`config.mk`:
```
export PLATFORM = sky130hd
export DESIGN_NAME = mfm_gap_reader
export DESIGN_NICKNAME = d
export VERILOG_FILES = /design/src/rtl/mfm_pkg.sv /design/src/rtl/mfm_flux_edge.sv /design/src/rtl/mfm_gap_quant.sv /design/src/rtl/mfm_bit_engine.sv /design/src/rtl/mfm_gap_reader.sv
export SDC_FILE = /design/constraint.sdc
export NUM_CORES = 1
export LEC_CHECK = 0
export BUFFER_PORTS_ARGS = -buffer_cell sky130_fd_sc_hd__buf_2
export CAP_MARGIN = 20
export CORE_AREA = 2 2 116 73
export DETAILED_ROUTE_END_ITERATION = 12
export DIE_AREA = 0 0 118 75
export PLACE_DENSITY = 0.85
export SLEW_MARGIN = 20
export SYNTH_ARGS = -nofsm -noshare
export SYNTH_HDL_FRONTEND = slang
export SYNTH_HIERARCHICAL = 1
export SYNTH_SLANG_ARGS = --single-unit
```
`constraint.sdc`:
```
create_clock -name clk -period 2.65 [get_ports clk]
set_clock_uncertainty 0.05 [all_clocks]
set_input_delay 0.53 -clock clk [delete_from_list [all_inputs] [get_ports clk]]
set_output_delay 0.53 -clock clk [all_outputs]
set_load 0.03 [all_outputs]
```
`src/rtl/mfm_pkg.sv`:
```
package mfm_pkg;

   // quantised gap classes
   typedef enum logic [1:0] {
      GQ_BAD = 2'd0,
      GQ_1P0 = 2'd1,
      GQ_1P5 = 2'd2,
      GQ_2P0 = 2'd3
   } gap_q_e;

   localparam int BYTE_W   = 8;
   localparam int BCNT_W   = $clog2(BYTE_W);
   localparam int SYNC_LEN = 4;

   // alignment run, oldest gap in the top slot, newest in [1:0]
   localparam logic [2*SYNC_LEN-1:0] SYNC_PAT = {GQ_2P0, GQ_1P5, GQ_2P0, GQ_1P5};
   localparam logic [BYTE_W-1:0]     SYNC_BYTE = 8'hA1;

   // n: number of emitted bits, b[1] first bit, b[0] second bit
   typedef struct packed {
      logic [1:0] n;
      logic [1:0] b;
   } gap_bits_t;

   function automatic gap_bits_t gap_to_bits(gap_q_e q, logic prev);
      gap_bits_t r;
      r = '0;
      case (q)
         GQ_1P0: begin r.n = 2'd1; r.b = {prev, 1'b0}; end
         GQ_1P5: begin
            if (prev) begin r.n = 2'd2; r.b = 2'b00; end
            else      begin r.n = 2'd1; r.b = 2'b10; end
         end
         GQ_2P0: begin r.n = 2'd2; r.b = 2'b01; end
         default: r = '0;
      endcase
      return r;
   endfunction

endpackage

```
`src/rtl/mfm_flux_edge.sv`:
```
module mfm_flux_edge #(
   parameter int SYNC_STAGES = 2
) (
   input  logic clk,
   input  logic rst_n,
   input  logic rd_n,
   output logic flux_edge
);

   logic [SYNC_STAGES-1:0] sync_q;
   logic                   last_q;
   logic                   fall;

   if (SYNC_STAGES < 2) begin : g_bad_stages
      $error("mfm_flux_edge: SYNC_STAGES must be at least 2");
   end

   // line idles high, so reset to ones to avoid a false edge
   always_ff @(posedge clk or negedge rst_n) begin
      if (!rst_n) begin
         sync_q <= '1;
         last_q <= 1'b1;
      end else begin
         sync_q <= {sync_q[SYNC_STAGES-2:0], rd_n};
         last_q <= sync_q[SYNC_STAGES-1];
      end
   end

   assign fall = last_q & ~sync_q[SYNC_STAGES-1];

   always_ff @(posedge clk or negedge rst_n) begin
      if (!rst_n) flux_edge <= 1'b0;
      else        flux_edge <= fall;
   end

endmodule

```
`src/rtl/mfm_gap_quant.sv`:
```
module mfm_gap_quant
   import mfm_pkg::*;
#(
   parameter int CNT_W  = 12,
   parameter int UNIT_W = 8
) (
   input  logic              clk,
   input  logic              rst_n,
   input  logic              flux_edge,
   input  logic [UNIT_W-1:0] unit_len,
   output logic              gap_vld,
   output gap_q_e            gap_q
);

   localparam int MW = CNT_W + 4;
   localparam logic [CNT_W-1:0] CNT_MAX = '1;

   logic [CNT_W-1:0] cnt_q;
   logic             armed_q;
   logic [MW-1:0]    d4, u1, th_lo, th_15, th_20, th_hi;
   gap_q_e           cls;

   if (CNT_W < UNIT_W + 4) begin : g_bad_cnt
      $error("mfm_gap_quant: CNT_W must be at least UNIT_W+4");
   end

   // thresholds at 0.75, 1.25, 1.75 and 2.5 units, built from shifts
   assign d4    = MW'(cnt_q) << 2;
   assign u1    = MW'(unit_len);
   assign th_lo = (u1 << 1) + u1;
   assign th_15 = (u1 << 2) + u1;
   assign th_20 = (u1 << 3) - u1;
   assign th_hi = (u1 << 3) + (u1 << 1);

   always_comb begin
      if (d4 < th_lo)       cls = GQ_BAD;
      else if (d4 < th_15)  cls = GQ_1P0;
      else if (d4 < th_20)  cls = GQ_1P5;
      else if (d4 <= th_hi) cls = GQ_2P0;
      else                  cls = GQ_BAD;
   end

   always_ff @(posedge clk or negedge rst_n) begin
      if (!rst_n) begin
         cnt_q   <= '0;
         armed_q <= 1'b0;
         gap_vld <= 1'b0;
         gap_q   <= GQ_BAD;
      end else if (flux_edge) begin
         cnt_q   <= CNT_W'(1);
         armed_q <= 1'b1;
         gap_vld <= armed_q;
         gap_q   <= cls;
      end else begin
         gap_vld <= 1'b0;
         if (cnt_q != CNT_MAX) cnt_q <= cnt_q + 1'b1;
      end
   end

endmodule

```
`src/rtl/mfm_bit_engine.sv`:
```
module mfm_bit_engine
   import mfm_pkg::*;
(
   input  logic              clk,
   input  logic              rst_n,
   input  logic              gap_vld,
   input  gap_q_e            gap_q,
   output logic              locked,
   output logic              byte_valid,
   output logic [BYTE_W-1:0] byte_data,
   output logic              sync_found,
   output logic              gap_err
);

   localparam int HIST = SYNC_LEN - 1;

   gap_q_e              hist_q [HIST];
   logic [HIST-1:0]     hit;
   logic                is_sync;
   logic                prev_q;
   logic [BYTE_W-1:0]   sr_q, sr_n, byte_n;
   logic [BCNT_W-1:0]   cnt_q, cnt_n;
   logic                emit, last_bit;
   gap_bits_t           dec;

   // compare stored gaps against the alignment run
   for (genvar k = 0; k < HIST; k++) begin : g_hist
      assign hit[k] = (hist_q[k] == gap_q_e'(SYNC_PAT[2*(k+1) +: 2]));
   end

   assign is_sync = (gap_q == gap_q_e'(SYNC_PAT[1:0])) && (&hit);
   assign dec     = gap_to_bits(gap_q, prev_q);
   assign last_bit = (dec.n == 2'd2) ? dec.b[0] : dec.b[1];

   // shift up to two bits, noting a completed byte between them
   always_comb begin
      sr_n   = sr_q;
      cnt_n  = cnt_q;
      emit   = 1'b0;
      byte_n = sr_q;
      for (int i = 0; i < 2; i++) begin
         if (i < int'(dec.n)) begin
            sr_n = {sr_n[BYTE_W-2:0], dec.b[1-i]};
            if (cnt_n == BCNT_W'(BYTE_W-1)) begin
               emit   = 1'b1;
               byte_n = sr_n;
            end
            cnt_n = cnt_n + 1'b1;
         end
      end
   end

   always_ff @(posedge clk or negedge rst_n) begin
      if (!rst_n) begin
         locked     <= 1'b0;
         prev_q     <= 1'b0;
         sr_q       <= '0;
         cnt_q      <= '0;
         byte_valid <= 1'b0;
         byte_data  <= '0;
         sync_found <= 1'b0;
         gap_err    <= 1'b0;
         for (int k = 0; k < HIST; k++) hist_q[k] <= GQ_BAD;
      end else begin
         byte_valid <= 1'b0;
         sync_found <= 1'b0;
         gap_err    <= 1'b0;
         if (gap_vld) begin
            if (gap_q == GQ_BAD) begin
               gap_err <= 1'b1;
               locked  <= 1'b0;
               for (int k = 0; k < HIST; k++) hist_q[k] <= GQ_BAD;
            end else if (is_sync) begin
               sync_found <= 1'b1;
               locked     <= 1'b1;
               prev_q     <= 1'b1;
               cnt_q      <= '0;
               byte_data  <= SYNC_BYTE;
               for (int k = 0; k < HIST; k++) hist_q[k] <= GQ_BAD;
            end else begin
               hist_q[0] <= gap_q;
               for (int k = 1; k < HIST; k++) hist_q[k] <= hist_q[k-1];
               if (locked) begin
                  sr_q   <= sr_n;
                  cnt_q  <= cnt_n;
                  prev_q <= last_bit;
                  if (emit) begin
                     byte_valid <= 1'b1;
                     byte_data  <= byte_n;
                  end
               end
            end
         end
      end
   end

endmodule

```
`src/rtl/mfm_gap_reader.sv`:
```
module mfm_gap_reader
   import mfm_pkg::*;
#(
   parameter int SYNC_STAGES = 2,
   parameter int UNIT_W      = 8,
   parameter int CNT_W       = 12
) (
   input  logic              clk,
   input  logic              rst_n,
   input  logic              rd_n,
   input  logic [UNIT_W-1:0] unit_len,
   output logic              byte_valid,
   output logic [7:0]        byte_data,
   output logic              sync_found,
   output logic              gap_err
);

   logic   flux_edge;
   logic   gap_vld;
   gap_q_e gap_q;
   logic   locked;

   mfm_flux_edge #(.SYNC_STAGES(SYNC_STAGES)) u_edge (
      .clk       (clk),
      .rst_n     (rst_n),
      .rd_n      (rd_n),
      .flux_edge (flux_edge)
   );

   mfm_gap_quant #(.CNT_W(CNT_W), .UNIT_W(UNIT_W)) u_quant (
      .clk       (clk),
      .rst_n     (rst_n),
      .flux_edge (flux_edge),
      .unit_len  (unit_len),
      .gap_vld   (gap_vld),
      .gap_q     (gap_q)
   );

   mfm_bit_engine u_engine (
      .clk        (clk),
      .rst_n      (rst_n),
      .gap_vld    (gap_vld),
      .gap_q      (gap_q),
      .locked     (locked),
      .byte_valid (byte_valid),
      .byte_data  (byte_data),
      .sync_found (sync_found),
      .gap_err    (gap_err)
   );

endmodule

```
==> results.cfg, run 1 <==
[status]
status = finished with violations
violations = negative setup slack

[power_and_ir_drop]
p_per_area_nw_per_um2 = 478
power_mw = 2.62
clkPwrFrac_pct = 28.8
power_frac_comb_pct = 39.2
peakVddDrop_uv = 263
power.leakage_nw = 2.61
power_frac_seq_pct = 31.9
power_switching_uw = 850
internal_power_mw = 1.77
switching_share_pct = 32.5

[drt]
post_drt_wl_per_cell_um = 18.2
m1WireLength_um = 5590
viasPerCell = 6.04
wirelength_um = 12100
antenna_left = 0
drc_errors = 0
num_vias = 4001
drtPass1Iterations = 5
drt_iter0_drc = 345
routed-wl-met3_um = 721
top_layer = met4
dr_wl_met2_um = 5490

[critical_path]
worst_ep_arrival_time_ps = 3350
startpoint_type = input port
r2r_end = u_engine/byte_data[6]
cp_data_required_time_ps = 2780
crit_type = in -> reg
slowest_stage = or4b_4
end_kind = flip-flop
crit_family = compound AO/OA/AOI/OAI gates
worstPathMaxFanout = 3
slowest_delay_ps = 480
crit_buf_inv = 5
timing.rr.start = u_quant/gap_q[1]
cp_common_cell = a21oi_1
r2r_cells = 9
reg2reg_slack_ps = 50
cp_cell_sequence = buf_8, buf_4, inv_1, buf_4, fa_2, inv_1, a21oi_1, o21bai_1, a21oi_1, o21bai_1, a21oi_1, ha_1, or4b_4, o21ai_1, a21oi_2, a21oi_1, o21ai_1

[synthesis]
syn-instance-count = 459
synth_warnings = 6
synth_top_area_share_pct = 27.3
synth_area_per_cell_um2 = 9.19
syn-num-nets = 535
yosysUniqueCellTypes = 67
synth_seq_cells = 49
syn_area_um2 = 4220
ys_seq_area_share_pct = 29.2
ys_async_sr_fraction_pct = 100
synth-main-ff-cell = dfrtp_1
yosys-top-cells-area = dfrtp_1 27%, ha_1 19%, nand2_1 4.0%
yosys.area.top_type = dfrtp_1
synth_edf_count = 0
synth_commonest_cells = 63 x ha_1, 46 x dfrtp_1, 45 x nand2_1, 33 x a21oi_1, 29 x o21ai_0
yosysMostFrequentCell = ha_1

[sta]
drv_slew = 0
hold_ws_ps = 150
fin_crit_ps = 3220
max_freq_mhz = 310
max_slew_margin_pct = 50.1
worst_slack_ps = -572
worst-slew-pin-transition_ps = 741
rsz0062_at_grt = yes
fin_crit_sh_pct = 122
hold_viol_final = 0
finalSetupViolations = 2

[cts]
cts_buffers = 5
cts-root-buf = clkbuf_16
cts_tree = built
clock_latency_ps = 290
cts.sinks = 49
path_clk_slew_ps = 70
htree_levels = 2
cts_buffer_depth = 2

[layout]
nets = 629
finalCoreUtilization_pct = 70.9
drive_gt1_share_pct = 32.5
stdcell_count = 662
insertedDiodeCount = 0
syn_to_final_growth_pct = 29.9
fill_cells = 546

[floorplanning]
die_w_um = 118
dieArea_um2 = 8850
core_area_um2 = 7730
io_pins = 22
initial_core_util_pct = 54.6
chipHeight_um = 75
fp-row-count = 25

[global_routing]
grt_max_degree = 29
grt_pass1_vias = 3839
grt_pass1_wl_um = 18600
grt_overflow = 0
grt_antenna_before_repair = 0
grt_usage_pct = 26.6

[placed_design]
gp_congestion = 0.968
port_buffers = 21
place_inst = 644
dp_hpwl_um = 8530

[run]
cap_viol_max_count = 0

[worst_hold_path]
min_path_type = in -> async
==> kinds of logic (layout without fill, tap and decap cells) <==
| family | count (synthesis) | in the layout | share of synthesized area, % |
|---|---|---|---|
| AO/OA/AOI/OAI | 122 | 122 | 19.5 |
| AND/OR/NAND/NOR | 146 | 146 | 18.5 |
| multiplexers | 15 | 15 | 3.80 |
| adder cells (fa/ha/maj) | 66 | 66 | 19.9 |
| flip-flops | 49 | 49 | 29.2 |
| buffers and inverters | 35 | 130 | 3.71 |
| XOR/XNOR | 26 | 26 | 5.40 |
==> routing by layer <==
layer | global-route usage, % | up-vias
met5 | 0 | -
met4 | 6.29 | 0
met3 | 4.32 | 22
met1 | 37.5 | 1962
li1 | - | 1867
met2 | 43.8 | 150
==> state kept, by name, summed over array words and instances (netlist names) <==
name and count:
u_quant/gap_q 2, u_edge/last_q 1, u_quant/gap_vld 1, u_engine/byte_valid 1, u_engine/sr_q 7, u_engine/byte_data 8, u_engine/cnt_q 3, u_edge/sync_q 2
u_engine/sync_found 1, u_quant/armed_q 1, u_engine/prev_q 1, u_edge/flux_edge 1, u_engine/hist_q 6, u_engine/locked 1, u_engine/gap_err 1, u_quant/cnt_q 12
==> per-stage QoR <==
| stage | TNS [ps] | area (µm²) | setup WS [ps] |
|---|---|---|---|
| 2_1_floorplan | -659 | 4310 | -338 |
| 3_3_place_gp | -1640 | 5000 | -875 |
| 3_5_place_dp | -2030 | 5000 | -1060 |
| 4_1_cts | -1010 | 5270 | -508 |
| 5_1_grt | -1400 | 5480 | -725 |
| 6_report | -1110 | 5480 | -572 |
==> final cells by class <==
type	count	area, µm²	area share, %
Multi-Input combinational cell	375	3090	56.5
Sequential cell	49	1230	22.5
Timing Repair Buffer	99	752	13.7
Clock buffer	6	139	2.54
Tap cell	108	135	2.47
Inverter	23	88.8	1.62
Clock inverter	2	37.5	0.686
==> how the worst max path moves through the flow <==
stage | to | cells past startpoint | start
floorplan | u_quant/gap_q[1] | 12 | unit_len[0]
CTS | u_quant/gap_q[0] | 15 | unit_len[2]
detailed placement | u_quant/gap_q[1] | 15 | unit_len[2]
finish | u_quant/gap_q[0] | 17 | unit_len[2]
global placement | u_quant/gap_q[1] | 14 | unit_len[2]
global route | u_quant/gap_q[0] | 17 | unit_len[2]
==> timing repair <==
action	4_1_cts	5_1_grt
gates resized for setup	14	35
setup buffers	4	6
endpoints found under the hold margin	0	0
endpoints found under the setup margin	2	6
hold buffers	0	0
pin swaps	14	23
==> power by group through the flow <==
| stage | sequential [mW] | combinational, mW | clock [mW] |
|---|---|---|---|
| floorplan | 0.852 | 0.564 | 0 |
| global placement | 0.845 | 0.869 | 0 |
| detailed placement | 0.846 | 0.924 | 0 |
| CTS | 0.833 | 0.954 | 0.763 |
| global route | 0.840 | 1.13 | 0.807 |
| finish | 0.836 | 1.03 | 0.754 |
==> placed cells by master (no fill, tap or decap), drive strengths merged, types with 3 or more instances in the layout <==
cell type	instances
a2111oi	4
a21o	6
a21oi	33
a311oi	4
and2	4
and3	6
and4b	4
buf	99
clkbuf	6
dfrtp	46
dfstp	3
ha	63
inv	23
mux2	8
mux2i	7
nand2	46
nand2b	3
nand3	11
nand3b	4
nand4	3
nand4b	3
nor2	27
nor2b	6
nor3	8
o211ai	3
o21a	8
o21ai	33
o21bai	4
o22ai	5
o31ai	6
or2	7
or3	4
xnor2	17
xor2	9
Note: power is estimated with default switching activity, not from simulation.
==> run 2, diff against run 1 <==
==> constraint.sdc (replaced) <==
create_clock -name clk -period 2.65 [get_ports clk]
set_clock_uncertainty 0.05 [all_clocks]
set_input_delay 0.265 -clock clk [delete_from_list [all_inputs] [get_ports clk]]
set_output_delay 0.265 -clock clk [all_outputs]
set_load 0.03 [all_outputs]
==> run 2 against run 1 <==
Net effect: the flow still finishes with violations (negative setup slack); clock power down 15%; die area unchanged; core utilization hardly changed; wire length is 1.3% higher; maximum frequency increased by 6.2%; first-iteration DRC count increased by 27%; critical endpoint unchanged.
==> results.cfg, run 2 (synthesis gave the netlist of run 1 again) <==
[drt]
wirelength_um = 12200
viasPerCell = 6.09
antenna_left = 0
drt_iter0_drc = 437
post_drt_wl_per_cell_um = 18.3
drtPass1Iterations = 7
drc_errors = 0
num_vias = 4071

[layout]
layout_common_cells = 79 x buf_4, 59 x ha_1, 46 x dfrtp_1
layout_commonest_cell = buf_4
drive_gt1_share_pct = 33.4
insertedDiodeCount = 0
nets = 635
syn_to_final_growth_pct = 29.8
largestRegisters = u_quant/cnt_q x12, u_engine/byte_data x8, u_engine/sr_q x7
stdcell_count = 668
final_area_um2 = 5470
regMostFlops = u_quant/cnt_q
fill_cells = 544
largest_reg_flops = 12
finalCoreUtilization_pct = 70.8

[cts]
cts_buffers = 5
clock_latency_ps = 300
cts.sinks = 49
path_clk_slew_ps = 70
cts_buffer_depth = 2
cts-root-buf = clkbuf_16
cts_tree = built
htree_levels = 2

[status]
violations = negative setup slack
status = finished with violations

[run]
cap_viol_max_count = 0

[global_routing]
grt_overflow = 0
grt_max_degree = 30
grt_usage_pct = 26.9
grt_pass1_vias = 3764
grt_antenna_before_repair = 0
grt_pass1_wl_um = 18800

[critical_path]
end_kind = flip-flop
worst_ep_arrival_time_ps = 3160
startpoint_type = input port
crit_type = in -> reg
cp_data_required_time_ps = 2780
r2r_cells = 8
worstPathMaxFanout = 6

[power_and_ir_drop]
power_mw = 2.51
peakVddDrop_uv = 235
p_per_area_nw_per_um2 = 459
power.leakage_nw = 2.63

[placed_design]
gp_congestion = 0.945
place_inst = 649
pre_cts_ws_ps = -636
placed_area_um2 = 5050
dp_hpwl_um = 8550
port_buffers = 21

[floorplanning]
dieArea_um2 = 8850
initial_core_util_pct = 54.6
core_area_um2 = 7730
die_w_um = 118
io_pins = 22
fp-row-count = 25
chipHeight_um = 75

[sta]
fin_crit_ps = 3030
max_slew_margin_pct = 53.3
max_freq_mhz = 330
worst_slack_ps = -383
hold_ws_ps = 17.2
hold_viol_final = 0
drv_slew = 0
finalSetupViolations = 2
worst-slew-pin-transition_ps = 693
rsz0062_at_grt = yes
final.setup.tns_ps = -738
fin_crit_sh_pct = 114

[worst_hold_path]
min_path_type = in -> reg
hold_depth = 1
## run 2: worst max-delay path, cell delays in order
cell and delay (ps):
buf_12 90, buf_6 100, buf_4 120, nand2_2 50, fa_2 350, inv_2 60
a21oi_1 70, o21bai_1 240, a21oi_1 130, o21bai_1 310, a21oi_1 150, ha_1 220
or4b_4 490, o21ai_1 190, a21oi_2 90, o21ai_1 120, o21ai_1 90
## run 2: repair_timing
| action | CTS | global route |
|---|---|---|
| endpoints found under the setup margin | 2 | 6 |
| pin swaps | 10 | 24 |
| buffers inserted | 5 | 5 |
| hold endpoints to repair | 27 | 0 |
| resized for setup | 23 | 23 |
| cloned | 0 | 0 |
| hold buffers | 1 | 0 |
## run 2: cell type report
type | count | area (µm²) | area share (%)
tap | 108 | 135 | 2.47
sequential | 49 | 1230 | 22.5
timing repair buffer | 105 | 817 | 14.9
inverter | 23 | 86.3 | 1.58
clock buffer | 5 | 125 | 2.29
clock inverter | 3 | 21.3 | 0.389
multi-input combinational | 375 | 3060 | 55.9
## run 2: power breakdown
| group | leakage (nW) | internal (mW) | switching [mW] |
|---|---|---|---|
| sequential | 0.659 | 0.782 | 0.0535 |
| combinational | 1.90 | 0.510 | 0.523 |
| clock | 0.0702 | 0.352 | 0.290 |
## run 2: worst paths after layout
kind / startpoint / endpoint / slack [ps]
max: unit_len[1] / u_quant/gap_q[0] / -380
min reg2reg: u_edge/sync_q[0] / u_edge/sync_q[1] / 310
min: rd_n / u_edge/sync_q[0] / 20
max reg2reg: u_quant/cnt_q[1] / u_quant/gap_q[0] / 110
max in group asynchronous: rst_n / u_edge/last_q / 1370
min in group asynchronous: rst_n / u_engine/hist_q[5] / 490
## run 2: per-layer routing
metal / up-vias / track usage, % / part of all wire [%]
li1: 1878 / - / -
met5: - / 0 / 0
met1: 1967 / 38.2 / 46
met2: 188 / 44.0 / 45
met3: 38 / 4.62 / 6.8
met4: 0 / 5.76 / 2.2
==> run 3, diff against run 2 <==
--- a/config.mk
+++ b/config.mk
@@ -7,10 +7,11 @@
 export LEC_CHECK = 0
 export BUFFER_PORTS_ARGS = -buffer_cell sky130_fd_sc_hd__buf_2
 export CAP_MARGIN = 20
-export CORE_AREA = 2 2 116 73
+export CORE_AREA = 2 2 112 70
 export DETAILED_ROUTE_END_ITERATION = 12
-export DIE_AREA = 0 0 118 75
-export PLACE_DENSITY = 0.85
+export DIE_AREA = 0 0 114 72
+export PLACE_DENSITY = 0.87
+export SETUP_SLACK_MARGIN = 0.4
 export SLEW_MARGIN = 20
 export SYNTH_ARGS = -nofsm -noshare
 export SYNTH_HDL_FRONTEND = slang
==> constraint.sdc (replaced) <==
create_clock -name clk -period 3.2 [get_ports clk]
set_clock_uncertainty 0.05 [all_clocks]
set_input_delay 0.32 -clock clk [delete_from_list [all_inputs] [get_ports clk]]
set_output_delay 0.32 -clock clk [all_outputs]
set_load 0.03 [all_outputs]
==> run 3 against run 2 <==
Net effect: sequential share of layout area is 1.9 points higher; critical path type unchanged; via count decreased by 1.2%; count of clock-buffer cells in the layout rose by 2; the flow finishes with violations (negative hold slack); largest cell class unchanged.
==> results.cfg, run 3 (synthesis gave the netlist of run 1 again) <==
[drt]
drc_errors = 0
antenna_left = 0
viasPerCell = 6.77
post_drt_wl_per_cell_um = 20.8
drt_iter0_drc = 506
wirelength_um = 12300
num_vias = 4024
drtPass1Iterations = 5

[placed_design]
place_inst = 573
gp_congestion = 0.905
port_buffers = 21
dp_hpwl_um = 7930

[global_routing]
grt_usage_pct = 27.4
grt_overflow = 0
grt_max_degree = 50
grt_antenna_before_repair = 0
grt_pass1_vias = 3684
grt_pass1_wl_um = 17900

[layout]
layout_commonest_cell = ha_1
largest_reg_flops = 12
largestRegisters = u_quant/cnt_q x12, u_engine/byte_data x8, u_engine/sr_q x7
syn_to_final_growth_pct = 19.7
insertedDiodeCount = 0
multi_input_area_um2 = 3130
stdcell_count = 594
nets = 578
fill_cells = 457
drive_gt1_share_pct = 26.6
regMostFlops = u_quant/cnt_q
layout_common_cells = 54 x ha_1, 46 x dfrtp_1, 43 x nand2_1
final-seq-area_um2 = 1230
finalCoreUtilization_pct = 70.6

[cts]
clock_latency_ps = 290
ctsHoldBuffers = 0
cts_buffer_depth = 2
htree_levels = 2
cts_buffers = 5
cts-root-buf = clkbuf_16
path_clk_slew_ps = 60
cts.sinks = 49
cts_tree = built

[power_and_ir_drop]
peakVddDrop_uv = 324
p_per_area_nw_per_um2 = 400
power.leakage_nw = 2.32

[sta]
fin_crit_sh_pct = 99.0
max_slew_margin_pct = 40.9
hold_ws_ps = -2.50
hold_viol_final = 6
drv_slew = 0
fin_crit_ps = 3170
rsz0062_at_grt = yes
finalSetupViolations = 0
max_freq_mhz = 316
worst-slew-pin-transition_ps = 878

[floorplanning]
io_pins = 22
dieArea_um2 = 8210
fp-row-count = 24
die_w_um = 114
initial_core_util_pct = 59.0
chipHeight_um = 72
core_area_um2 = 7150

[status]
violations = negative hold slack
status = finished with violations

[critical_path]
crit_type = in -> reg
worstPathMaxFanout = 6
cp_data_required_time_ps = 3310
reg2reg_slack_ps = 410
startpoint_type = input port
end_kind = flip-flop
worst_ep_arrival_time_ps = 3270
r2r_end = u_engine/byte_data[6]
timing.rr.start = u_quant/gap_q[1]
r2r_cells = 9

[run]
cap_viol_max_count = 0

[worst_hold_path]
min_path_type = in -> async
## run 3: final cells by class
cell class	instances	share of cell area, %
clock buffer	7	2.63
clock inverter	1	0.149
inverter	23	1.71
multi-input combinational	375	61.9
sequential	49	24.4
tap	91	2.26
timing repair buffer	48	6.99
## run 3: how the worst max path moves through the flow
stage	start	end	slack, ps	cells after the start
finish	unit_len[1]	u_quant/gap_q[0]	30	16
global route	unit_len[1]	u_quant/gap_q[0]	-50	16
detailed placement	unit_len[0]	u_quant/gap_q[1]	-180	14
floorplan	unit_len[3]	u_quant/gap_q[1]	390	17
global placement	unit_len[0]	u_quant/gap_q[1]	-70	13
CTS	unit_len[0]	u_quant/gap_q[0]	280	14
## run 3: metal layers
metal / track usage [%] / up-vias / wire [µm]
li1: - / 1766 / -
met1: 38.9 / 1931 / 5120
met2: 42.7 / 274 / 5430
met3: 6.35 / 53 / 1370
met4: 7.45 / 0 / 425
met5: 0 / - / 0
## run 3: critical path, cell delays in order
cell and delay [ps]:
clkbuf_4 190, buf_4 160, nand2_2 60, fa_2 360, inv_1 60, a21oi_1 80
o21bai_1 200, a21oi_1 100, o21bai_1 260, a21oi_1 120, ha_1 220, or4b_4 510
nor2_1 170, a21oi_2 130, a21oi_2 210, o21ai_1 120
## run 3: through the flow
stage / power [mW] / setup TNS, ps / setup slack (ps) / area (µm²)
after global placement: 1.32 / -72.0 / -72.0 / 4550
after detailed placement: 1.36 / -239 / -176 / 4550
final: 2.02 / 0 / 32.1 / 5050
after floorplan: 1.17 / 0 / 386 / 4290
after global routing: 2.12 / -53.8 / -53.8 / 5050
after CTS: 1.92 / 0 / 281 / 4820
## run 3: what timing repair did
action                     4_1_cts  5_1_grt
setup endpoints to repair        2        8
gates resized for setup         17       37
pin swaps                       12       27
setup buffers                    7        6
## run 3: power by group
| part | switching, mW | internal [mW] |
|---|---|---|
| clock | 0.225 | 0.291 |
| combinational | 0.404 | 0.369 |
| sequential | 0.0828 | 0.647 |
